File: config.mk
export PLATFORM = sky130hd
export DESIGN_NAME = eeprom_loader
export DESIGN_NICKNAME = d
export VERILOG_FILES = /design/src/rtl/eel_pkg.sv /design/src/rtl/eel_presence.sv /design/src/rtl/eel_host_port.sv /design/src/rtl/eel_engine.sv /design/src/rtl/eeprom_loader.sv
export SDC_FILE = /design/constraint.sdc
export NUM_CORES = 1
export LEC_CHECK = 0
export BUFFER_PORTS_ARGS = -buffer_cell sky130_fd_sc_hd__buf_2
export CAP_MARGIN = 0
export CORE_MARGIN = 2
export CORE_UTILIZATION = 56
export CTS_BUF_LIST = sky130_fd_sc_hd__clkbuf_4
export DETAILED_ROUTE_END_ITERATION = 7
export GPL_TIMING_DRIVEN = 0
export PLACE_DENSITY = 0.91
export SLEW_MARGIN = 25
export SYNTH_ARGS = -nofsm -noshare
export SYNTH_HDL_FRONTEND = slang
export SYNTH_SLANG_ARGS = --single-unit
File: constraint.sdc
create_clock -name clk -period 1.97 [get_ports clk]
set_input_delay 0.2955 -clock clk [delete_from_list [all_inputs] [get_ports clk]]
set_output_delay 0.2955 -clock clk [all_outputs]
set_load 0.02 [all_outputs]
File: src/rtl/eel_pkg.sv
package eel_pkg;
  typedef enum logic [2:0] {
    ST_START,
    ST_GAP,
    ST_LO,
    ST_HI,
    ST_WAIT,
    ST_DONE
  } eng_state_t;

  // start bit 1 followed by read opcode 10
  localparam logic [2:0] READ_PREFIX = 3'b110;
endpackage

File: src/rtl/eel_presence.sv
module eel_presence (
  input  logic clk,
  input  logic rst_n,
  input  logic sk_sense,
  output logic detect
);
  // keeps the level seen on the final edge with reset low
  always_ff @(posedge clk) begin
    if (!rst_n) detect <= sk_sense;
  end

  a_r1_detect_frozen: assert property (@(posedge clk) disable iff (!rst_n)
    rst_n |=> $stable(detect));
endmodule

File: src/rtl/eel_host_port.sv
module eel_host_port (
  input  logic       clk,
  input  logic       rst_n,
  input  logic       busy,
  input  logic       host_wr,
  input  logic [2:0] host_wdata,
  output logic [2:0] pin_reg
);
  always_ff @(posedge clk) begin
    if (!rst_n)                pin_reg <= '0;
    else if (host_wr && !busy) pin_reg <= host_wdata;
  end

  a_r9_write_dropped: assert property (@(posedge clk) disable iff (!rst_n)
    (busy && host_wr) |=> $stable(pin_reg));
endmodule

File: src/rtl/eel_engine.sv
module eel_engine
  import eel_pkg::*;
#(
  parameter int ADDR_W    = 6,
  parameter int DATA_W    = 16,
  parameter int NUM_WORDS = 64
) (
  input  logic              clk,
  input  logic              rst_n,
  input  logic              tick,
  input  logic              detect,
  input  logic              ee_do,
  output logic              eng_cs,
  output logic              eng_sk,
  output logic              eng_di,
  output logic              busy,
  output logic              done,
  output logic              word_valid,
  input  logic              word_ready,
  output logic [ADDR_W-1:0] word_addr,
  output logic [DATA_W-1:0] word_data
);
  localparam int CMD_BITS   = 3 + ADDR_W;
  localparam int TOTAL_BITS = CMD_BITS + DATA_W;
  localparam int IDX_W      = $clog2(TOTAL_BITS);
  localparam logic [ADDR_W-1:0] LAST_ADDR = ADDR_W'(NUM_WORDS - 1);

  eng_state_t          state;
  logic [IDX_W-1:0]    bit_idx;
  logic [ADDR_W-1:0]   addr_q;
  logic [CMD_BITS-1:0] cmd_sh;
  logic [DATA_W-1:0]   data_sh;
  logic                last_bit, in_data;

  assign last_bit = (bit_idx == IDX_W'(TOTAL_BITS - 1));
  assign in_data  = (bit_idx >= IDX_W'(CMD_BITS));

  always_ff @(posedge clk) begin
    if (!rst_n) begin
      state   <= ST_START;
      bit_idx <= '0;
      addr_q  <= '0;
      cmd_sh  <= '0;
      data_sh <= '0;
    end else begin
      unique case (state)
        ST_START: state <= detect ? ST_GAP : ST_DONE;
        ST_GAP: if (tick) begin
          state   <= ST_LO;
          bit_idx <= '0;
          cmd_sh  <= {READ_PREFIX, addr_q};
        end
        ST_LO: if (tick) state <= ST_HI;
        ST_HI: if (tick) begin
          cmd_sh <= {cmd_sh[CMD_BITS-2:0], 1'b0};
          if (in_data) data_sh <= {data_sh[DATA_W-2:0], ee_do};
          if (last_bit) state <= ST_WAIT;
          else begin
            bit_idx <= bit_idx + 1'b1;
            state   <= ST_LO;
          end
        end
        ST_WAIT: if (word_ready) begin
          if (addr_q == LAST_ADDR) state <= ST_DONE;
          else begin
            addr_q <= addr_q + 1'b1;
            state  <= ST_GAP;
          end
        end
        ST_DONE: state <= ST_DONE;
        default: state <= ST_DONE;
      endcase
    end
  end

  assign eng_cs     = (state == ST_LO) || (state == ST_HI);
  assign eng_sk     = (state == ST_HI);
  assign eng_di     = eng_cs && cmd_sh[CMD_BITS-1];
  assign busy       = (state == ST_GAP) || eng_cs || (state == ST_WAIT);
  assign done       = (state == ST_DONE);
  assign word_valid = (state == ST_WAIT);
  assign word_addr  = addr_q;
  assign word_data  = data_sh;

  a_r6_sk_inside_cs: assert property (@(posedge clk) disable iff (!rst_n)
    eng_sk |-> eng_cs);
  a_r6_sk_on_tick: assert property (@(posedge clk) disable iff (!rst_n)
    !tick |=> $stable(eng_sk));
  a_r7_cs_gap: assert property (@(posedge clk) disable iff (!rst_n)
    $fell(eng_cs) |=> !eng_cs);
  a_r8_hold_word: assert property (@(posedge clk) disable iff (!rst_n)
    (word_valid && !word_ready) |=> (word_valid && $stable(word_data) && $stable(word_addr)));
endmodule

File: src/rtl/eeprom_loader.sv
module eeprom_loader #(
  parameter int ADDR_W    = 6,
  parameter int DATA_W    = 16,
  parameter int NUM_WORDS = 64
) (
  input  logic              clk,
  input  logic              rst_n,
  input  logic              tick,
  input  logic              ee_sk_sense,
  input  logic              ee_do,
  output logic              ee_cs,
  output logic              ee_sk,
  output logic              ee_di,
  input  logic              host_wr,
  input  logic [2:0]        host_wdata,
  output logic [4:0]        host_rdata,
  output logic              load_done,
  output logic              word_valid,
  input  logic              word_ready,
  output logic [ADDR_W-1:0] word_addr,
  output logic [DATA_W-1:0] word_data
);
  logic       detect, busy;
  logic       eng_cs, eng_sk, eng_di;
  logic [2:0] pin_reg;

  eel_presence u_presence (
    .clk      (clk),
    .rst_n    (rst_n),
    .sk_sense (ee_sk_sense),
    .detect   (detect)
  );

  eel_engine #(
    .ADDR_W    (ADDR_W),
    .DATA_W    (DATA_W),
    .NUM_WORDS (NUM_WORDS)
  ) u_engine (
    .clk        (clk),
    .rst_n      (rst_n),
    .tick       (tick),
    .detect     (detect),
    .ee_do      (ee_do),
    .eng_cs     (eng_cs),
    .eng_sk     (eng_sk),
    .eng_di     (eng_di),
    .busy       (busy),
    .done       (load_done),
    .word_valid (word_valid),
    .word_ready (word_ready),
    .word_addr  (word_addr),
    .word_data  (word_data)
  );

  eel_host_port u_host (
    .clk        (clk),
    .rst_n      (rst_n),
    .busy       (busy),
    .host_wr    (host_wr),
    .host_wdata (host_wdata),
    .pin_reg    (pin_reg)
  );

  assign ee_cs      = busy ? eng_cs : pin_reg[2];
  assign ee_sk      = busy ? eng_sk : pin_reg[1];
  assign ee_di      = busy ? eng_di : pin_reg[0];
  assign host_rdata = {detect, busy, pin_reg[2], pin_reg[1], ee_do};

  a_r2_idle_without_eeprom: assert property (@(posedge clk) disable iff (!rst_n)
    !detect |-> !busy);
  a_r11_done_not_busy: assert property (@(posedge clk) disable iff (!rst_n)
    !(load_done && busy));
endmodule

Word-level counts from Yosys, hierarchy flattened
Index checks and enable logic that the tools add are counted.
{"block": "word_totals", "register_bits": 43, "wordCells": 54}
{"block": "classes", "addsub": 2, "n_lt_le_gt_ge": 1, "n_eq_ne": 12, "n_mux": 18, "bitwise": 1, "n_reduce_logical": 13}
{"op": "2-to-1 mux 3 bit", "count": 7}
{"op": "2-to-1 mux 9 bit", "count": 2}
{"op": "one-hot mux 9 bit (2 select lines)", "count": 1}
{"op": "2-to-1 mux 5 bit", "count": 3}
{"op": "one-hot mux 3 bit (5 select lines)", "count": 1}
{"op": "one-hot mux 5 bit (2 select lines)", "count": 1}
{"op": "AND reduction 3 bit", "count": 3}
{"op": "inequality test 2 bit, second input constant", "count": 4}
{"op": "AND reduction 4 bit", "count": 2}
{"op": "adder 6 x 1 -> 6 bit, second input constant", "count": 1}
{"op": "== test 3 x 2 -> 1 bit, second input constant", "count": 2}
{"op": "== test 3 bit, second input constant", "count": 2}
{"op": "== test 6 bit, second input constant", "count": 1}
{"op": "adder 5 x 1 -> 5 bit, second input constant", "count": 1}
{"op": "== test 5 bit, second input constant", "count": 1}
{"op": "greater-or-equal comparator 5 x 4 -> 1 bit, second input constant", "count": 1}
{"op": "== test 3 x 1 -> 1 bit, second input constant", "count": 1}
{"op": "zero test 3 bit", "count": 1}
{"op": "logical OR 1 bit", "count": 3}
{"op": "2-to-1 mux 1 bit", "count": 3}
{"op": "logical AND 1 bit", "count": 2}
{"op": "inequality test 2 x 1 -> 1 bit, second input constant", "count": 1}
{"op": "nonzero test 2 bit", "count": 1}
{"op": "zero test 1 bit", "count": 1}
{"op": "NOT 1 bit", "count": 1}

Logic depth before layout (Yosys ltp)
Gate-level depths: netlist of the first run.
{"block": "logic_depth", "word_depth": 6, "mapped_depth": 7, "mapped_depth_nobuf": 6}

Modules after synthesis
Synthesis of the first run repeated with hierarchy kept, for this count alone.
{"block": "unflattened", "hier_cells": 215, "area_unflattened_um2": 2010.7}
{"mod": "eel_engine", "instances": 1, "cells_each": 194, "area_per_inst_um2": 1794.2}
{"mod": "eel_host_port", "instances": 1, "cells_each": 13, "area_per_inst_um2": 126.4}
{"mod": "eeprom_loader", "instances": 1, "cells_each": 6, "area_per_inst_um2": 56.3}
{"mod": "eel_presence", "instances": 1, "cells_each": 2, "area_per_inst_um2": 33.8}

Least setup slack after synthesis of the first run
Ideal clock, no wire load.
{"block": "synth_path", "path_kind": "reg2out", "from": "reg u_engine.state[1]", "to": "out ee_sk", "arrival_time_ns": 1.415, "t_required_ns": 1.674, "path_slack_ns": 0.259, "stages_incl_launch_ff": 5, "n_path_buf": 1, "path_cell_list": "dfxtp_1 buf_1 or3_1 and2_1 o21ai_1"}
{"block": "synth_via", "elab_chain_len": 5, "word_cells_on_any_way": 8, "cone_classes": "4 x eq/ne; 1 x mux; 3 x reduce/logical"}
{"item": "start, declared", "line": "eel_engine.sv:28", "source": "eng_state_t state;"}
{"item": "start signal, assigned", "line": "eel_engine.sv:47", "source": "ST_START: state <= detect ? ST_GAP : ST_DONE;"}
{"item": "== test 3 x 2 -> 1 bit", "line": "eel_engine.sv:76", "source": "assign eng_cs = (state == ST_LO) || (state == ST_HI);"}
{"item": "logical OR 1 bit", "line": "eel_engine.sv:76"}
{"item": "logical OR 1 bit", "line": "eel_engine.sv:79", "source": "assign busy = (state == ST_GAP) || eng_cs || (state == ST_WAIT);"}
{"item": "logical OR 1 bit (*)", "line": "eel_engine.sv:79"}
{"item": "via busy", "line": "eeprom_loader.sv:23", "source": "logic detect, busy;"}
{"item": "2-to-1 mux 1 bit (*)", "line": "eeprom_loader.sv:65", "source": "assign ee_sk = busy ? eng_sk : pin_reg[1];"}
{"item": "end, declared", "line": "eeprom_loader.sv:12", "source": "output logic ee_sk,"}
The timed path passes the listed nets; every way through them passes the cells marked *.

Worst setup path after layout of the first run
Same ends and word-level chain as after synthesis.

==> flow_metrics.env, run 1 <==
export IMPL_max_clock_freq_mhz=504.8
export IMPL_clk_pin_slew_ps=130
export IMPL_synth_distinct_cells=45
export IMPL_critPathRequiredTime_ps=1670
export IMPL_drv_slew=0
export IMPL_cts_hold_buf=0
export IMPL_cts_made_buffers=5
export IMPL_violations="negative setup slack"
export IMPL_setup_viol=1
export IMPL_diodes=0
export IMPL_area_growth_syn_to_layout_pct=24.76
export IMPL_worstSetupStartpointType="register"
export IMPL_grt_first_pass_wirelength_um=7286
export IMPL_critPathMaxFanout=6
export IMPL_yosysSeqAreaShare=0.4419
export IMPL_fin_crit_sh=1.006
export IMPL_dpl_hpwl_um=2953
export IMPL_hold_viol=0
export IMPL_slew_headroom=0.6528
export IMPL_grt_ovfl_total=0
export IMPL_cts_sinks=43
export IMPL_end_kind="primary output"
export IMPL_drtIter0Drc=118
export IMPL_final_cell_mix="40 x buf_2, 39 x dfxtp_1, 26 x nand2_1, 21 x nand3_1, 16 x o21ai_1"
export IMPL_power_density_mw_per_mm2=776.1
export IMPL_nFillCells=263
export IMPL_fin_crit_ps=1981
export IMPL_die_area_mm2=0.004009
export IMPL_vias_per_cell=5.631
export IMPL_antenna_found_initial=0
export IMPL_layout_commonest_cell="buf_2"
export IMPL_initial_utilization=0.5859
export IMPL_synth_ff_type="dfxtp_1"
export IMPL_outcome="finished with violations"
export IMPL_ir_drop_v=0.0005668
export IMPL_clock_skew_ps=3.427
export IMPL_worstSetupPathType="reg2out"
export IMPL_hold_ws_ps=113.5
export IMPL_netlist_instances=231
export IMPL_core_mm2=0.003363
export IMPL_nNetsFinal=300
export IMPL_finalNonFillerCells=333
export IMPL_synth_seq_cells=43
export IMPL_placementRows=21
export IMPL_grt_max_degree=15
export IMPL_num_vias=1875
export IMPL_dp_cells=317
export IMPL_insertion_delay_ps=360
export IMPL_power_leakage_uw=0.001029
export IMPL_hp_class="in2reg"
export IMPL_die_h_um=63.32
export IMPL_grtUsageTotal=0.2265
export IMPL_routabilityCongestion=0.8159
export IMPL_syn_area_mm2=0.001971
export IMPL_drcViolationCount=0
export IMPL_yosys_warnings=0
export IMPL_ctsHtreeMaxLevel=2
export IMPL_routed_wl_um=4372
export IMPL_drt_pass1_iter_count=4
export IMPL_cts_tree="built"
export IMPL_crit_arrival_ps=1690
export IMPL_synth_enable_flop_cells=1
export IMPL_clockRootBuffer="clkbuf_4"
export IMPL_ios=42
export IMPL_avgRoutedWirePerCell_um=13.13
export IMPL_async_reset_ff_frac=0
export IMPL_die_w_um=63.32
export IMPL_tightest_slew_ps=520.9
export IMPL_portBuffers=40
export IMPL_synth_fp_nets=245
export IMPL_grt_pass1_vias=1661
export IMPL_drive_above_1_share=0.2927
export IMPL_largest_register_ffs=16
export IMPL_max_cap_violations=0
export IMPL_clk_path_buf_depth=2
export IMPL_postSynthAreaPerCell_um2=8.531
export IMPL_grt_setup_unrepaired="yes"
export IMPL_ant_nets=0
export IMPL_timing_final_ws_setup_ps=-11.11
==> routing by layer <==
metal / wire length, µm / global-route usage / up-vias / part of all wire
met5: 0 / 0 / - / 0
met4: 106 / 0.09783 / 0 / 0.024
met3: 239 / 0.06250 / 11 / 0.055
met2: 2163 / 0.3711 / 60 / 0.49
met1: 1863 / 0.2784 / 885 / 0.43
li1: - / - / 919 / -
==> timing repair <==
item | CTS | global route
gates resized for setup | 11 | 15
pin swaps | 0 | 1
endpoints found under the setup margin | 6 | 19
gates cloned | 0 | 0
buffers inserted | 3 | 5
==> through the flow <==
stage	worst slack, ps	total power, µW	instance area [µm²]	util	setup TNS [ps]
2_1_floorplan	259.3	1117	1971	-	0
3_3_place_gp	180.5	1173	2228	0.6626	0
3_5_place_dp	165.0	1179	2228	0.6626	0
4_1_cts	1.857	1885	2381	0.7080	0
5_1_grt	-79.20	1995	2459	0.7310	-118.1
6_report	-11.11	1908	2459	0.7310	-11.11
==> area by class of cell <==
class,count,area (µm²),share of cell area
inverters,9,33.78,0.01374
flip-flops and latches,43,874.6,0.3557
multi-input cells,159,988.4,0.4020
repair buffers,48,272.8,0.1109
clock inverters,3,67.56,0.02748
clock buffers,5,37.54,0.01527
well taps,46,57.56,0.02341
plain buffers,20,126.4,0.05140
==> Yosys cell counts (all sizes together), types with 2 or more instances <==
cell     n  share of area
dfxtp   42           0.43
ha       4          0.025
buf     10          0.034
o21ai   22          0.063
inv      9          0.017
or4      3          0.011
o21a     2         0.0076
nor2b    4          0.013
nand2   26          0.050
nor3b    4          0.015
a211oi   6          0.025
nor3     8          0.020
mux2i    9          0.046
or3      3         0.0095
nand3b   3          0.011
a21oi   11          0.028
clkbuf  10          0.019
o41ai    2         0.0089
a311oi   2         0.0089
nor2    14          0.027
nand3   21          0.053
==> critical path, stage by stage, from the launching register on <==
cell	delay [ps]
dfxtp_2	360
buf_8	120
or3_4	390
and2_4	180
o21ai_2	150
buf_6	140
==> logic make-up after synthesis <==
family | Yosys count | share of synthesized area
compound gates | 50 | 0.1638
xor+xnor | 2 | 0.008891
fa+ha+maj | 4 | 0.02540
buf+inv | 29 | 0.06985
flops | 43 | 0.4419
mux | 10 | 0.05143
simple gates | 93 | 0.2387
==> report_power, final <==
part	switching, µW	internal, µW	leakage (µW)
logic	157	140	0.000627
registers	18.2	901	0.000351
clock network	297	394	0.0000514
total	472	1440	0.00103
==> final timing paths <==
check	startpoint	to	depth (start not counted)	slack [ps]
worst max-delay path	u_engine.state[1]$_SDFFE_PN0P_	ee_sk	5	-10
worst min register to register	u_engine.word_data[3]$_SDFFE_PN0P_	u_engine.word_data[3]$_SDFFE_PN0P_	2	470
worst min-delay path	ee_sk_sense	u_presence.detect$_DFFE_PN_	1	110
worst max register to register	u_engine.state[0]$_SDFFE_PN0P_	u_engine.word_addr[5]$_SDFFE_PN0P_	6	190
Note: power is estimated with default switching activity, not from simulation.
==> run 2: changes to the inputs <==
CORE_ASPECT_RATIO = 1.5   (was not set)
HOLD_SLACK_MARGIN = 0.05   (was not set)
PLACE_DENSITY = 0.81   (was 0.91)
==> run 2 against run 1 <==
Effect of this change:
- setup slack gained 92 ps
- sequential power grew 2%
- first-iteration DRC count shrank 45%
- largest power group unchanged
- critical path type unchanged
- total power shrank 16%
- clock skew grew 11 ps
- die area grew 0.25%
- the flow now finishes without violations
- fmax grew 4.9%
==> flow_metrics.env, run 2 (same netlist as run 1, synthesis figures left out) <==
export IMPL_vias_per_cell=5.495
export IMPL_p_seq_frac=0.586
export IMPL_cts_made_buffers=5
export IMPL_p_total_uw=1594
export IMPL_insertion_delay_ps=350
export IMPL_power_leakage_uw=0.0009496
export IMPL_avgRoutedWirePerCell_um=13.23
export IMPL_ant_nets=0
export IMPL_routed_wl_um=4248
export IMPL_drive_above_1_share=0.2652
export IMPL_clkPwrFrac=0.263
export IMPL_drcViolationCount=0
export IMPL_critPathRequiredTime_ps=1670
export IMPL_ctsHtreeMaxLevel=2
export IMPL_power_density_mw_per_mm2=688.9
export IMPL_largest_register_ffs=16
export IMPL_die_w_um=52.44
export IMPL_cts_hold_buf=0
export IMPL_clk_path_buf_depth=2
export IMPL_max_clock_freq_mhz=529.4
export IMPL_core_mm2=0.003383
export IMPL_die_area_mm2=0.004019
export IMPL_setup_viol=0
export IMPL_grtUsageTotal=0.2216
export IMPL_grt_max_degree=15
export IMPL_switching_share=0.2731
export IMPL_critPathMaxFanout=11
export IMPL_grt_ovfl_total=0
export IMPL_end_kind="primary output"
export IMPL_clockRootBuffer="clkbuf_4"
export IMPL_cts_sinks=43
export IMPL_worstSetupStartpointType="register"
export IMPL_p_comb_frac=0.150
export IMPL_dpl_cell_area_mm2=0.002223
export IMPL_num_vias=1764
export IMPL_grt_first_pass_wirelength_um=7051
export IMPL_dpl_hpwl_um=2998
export IMPL_drt_pass1_iter_count=4
export IMPL_p_switching_uw=435.2
export IMPL_antenna_found_initial=0
export IMPL_final_cell_mix="41 x buf_2, 39 x dfxtp_1, 26 x nand2_1, 21 x nand3_1, 16 x o21ai_1"
export IMPL_max_cap_violations=0
export IMPL_tightest_slew_ps=487.6
export IMPL_grt_setup_unrepaired="yes"
export IMPL_outcome="finished clean"
export IMPL_hold_start="ee_sk_sense"
export IMPL_ir_drop_v=0.0004826
export IMPL_portBuffers=40
export IMPL_p_int_uw=1159
export IMPL_drv_slew=0
export IMPL_clk_pin_slew_ps=130
export IMPL_cts_tree="built"
export IMPL_nNetsFinal=293
export IMPL_fin_crit_sh=0.9588
export IMPL_layout_commonest_cell="buf_2"
export IMPL_startpoint="u_engine.state[1]$_SDFFE_PN0P_"
export IMPL_placementRows=26
export IMPL_grt_pass1_vias=1668
export IMPL_worstSetupPathType="reg2out"
export IMPL_crit_arrival_ps=1590
export IMPL_hp_class="in2reg"
export IMPL_fin_area_mm2=0.002313
export IMPL_ios=42
export IMPL_die_h_um=76.66
export IMPL_slew_headroom=0.6750
export IMPL_diodes=0
export IMPL_timing_rr_start="u_engine.state[0]$_SDFFE_PN0P_"
export IMPL_drtIter0Drc=65
export IMPL_routabilityCongestion=0.7419
export IMPL_clock_skew_ps=13.97
export IMPL_area_growth_syn_to_layout_pct=17.40
export IMPL_initial_utilization=0.5825
export IMPL_hold_viol=0
export IMPL_fin_crit_ps=1889
run 2: changes by cell type in the layout (fill, tap and decap cells not counted):
cell / change
dfxtp_4: +1
bufinv_16: -2
a211oi_4: -1
a211oi_2: +1
o41ai_1: +1
buf_6: -3
dfxtp_2: -1
buf_2: +1
buf_8: -1
clkbuf_2: -1
buf_4: -4
clkbuf_4: +1
clkbuf_1: +1
o41ai_2: -1
run 2: area by class of cell:
cell class | count | area, µm²
Buffer | 17 | 87.58
Clock buffer | 6 | 45.04
Clock inverter | 1 | 7.507
Fill cell | 297 | 1070
Inverter | 9 | 33.78
Multi-Input combinational cell | 159 | 973.4
Sequential cell | 43 | 877.1
Tap cell | 42 | 52.55
Timing Repair Buffer | 44 | 236.5
run 2: per-layer routing:
layer / part of all wire / GRT usage / vias up
li1: - / - / 903
met1: 0.42 / 0.2519 / 817
met2: 0.53 / 0.4000 / 42
met3: 0.040 / 0.04669 / 2
met4: 0.0033 / 0.06154 / 0
met5: 0 / 0 / -
run 2: stage by stage:
stage	hold slack (ps)	util	setup slack [ps]	setup TNS, ps	cells
3_3_place_gp	439.8	0.6572	189.7	0	313
3_5_place_dp	443.2	0.6572	173.9	0	313
2_1_floorplan	394.4	-	259.3	0	231
4_1_cts	108.0	0.6820	13.28	0	321
5_1_grt	87.00	0.6838	-18.25	-65.80	321
6_report	115.7	0.6838	81.21	0	321
run 2: critical path: stages, from the launching register on:
cell     delay, ps
dfxtp_4        410
or3_4          410
and2_4         180
o21ai_2        140
buf_6          130
run 2: repair_timing:
action,CTS,global route
setup buffers,2,2
pin swaps,0,2
setup endpoints to repair,6,19
gates resized for setup,8,8
run 2: path summary, 6_finish.rpt:
check	to	slack [ps]	cells after the start
worst max-delay path	ee_sk	80	4
worst min-delay path	u_presence.detect$_DFFE_PN_	120	1
worst min register to register	u_engine.cmd_sh[6]$_SDFFE_PN0P_	460	2
worst max register to register	u_engine.word_data[1]$_SDFFE_PN0P_	160	5
run 2: power by group through the flow:
stage	clock, µW	sequential (µW)	combinational [µW]
final	420	934	240
after detailed placement	0	940	240
after global placement	0	939	236
after global routing	470	941	264
after CTS	430	924	252
after floorplan	0	936	182
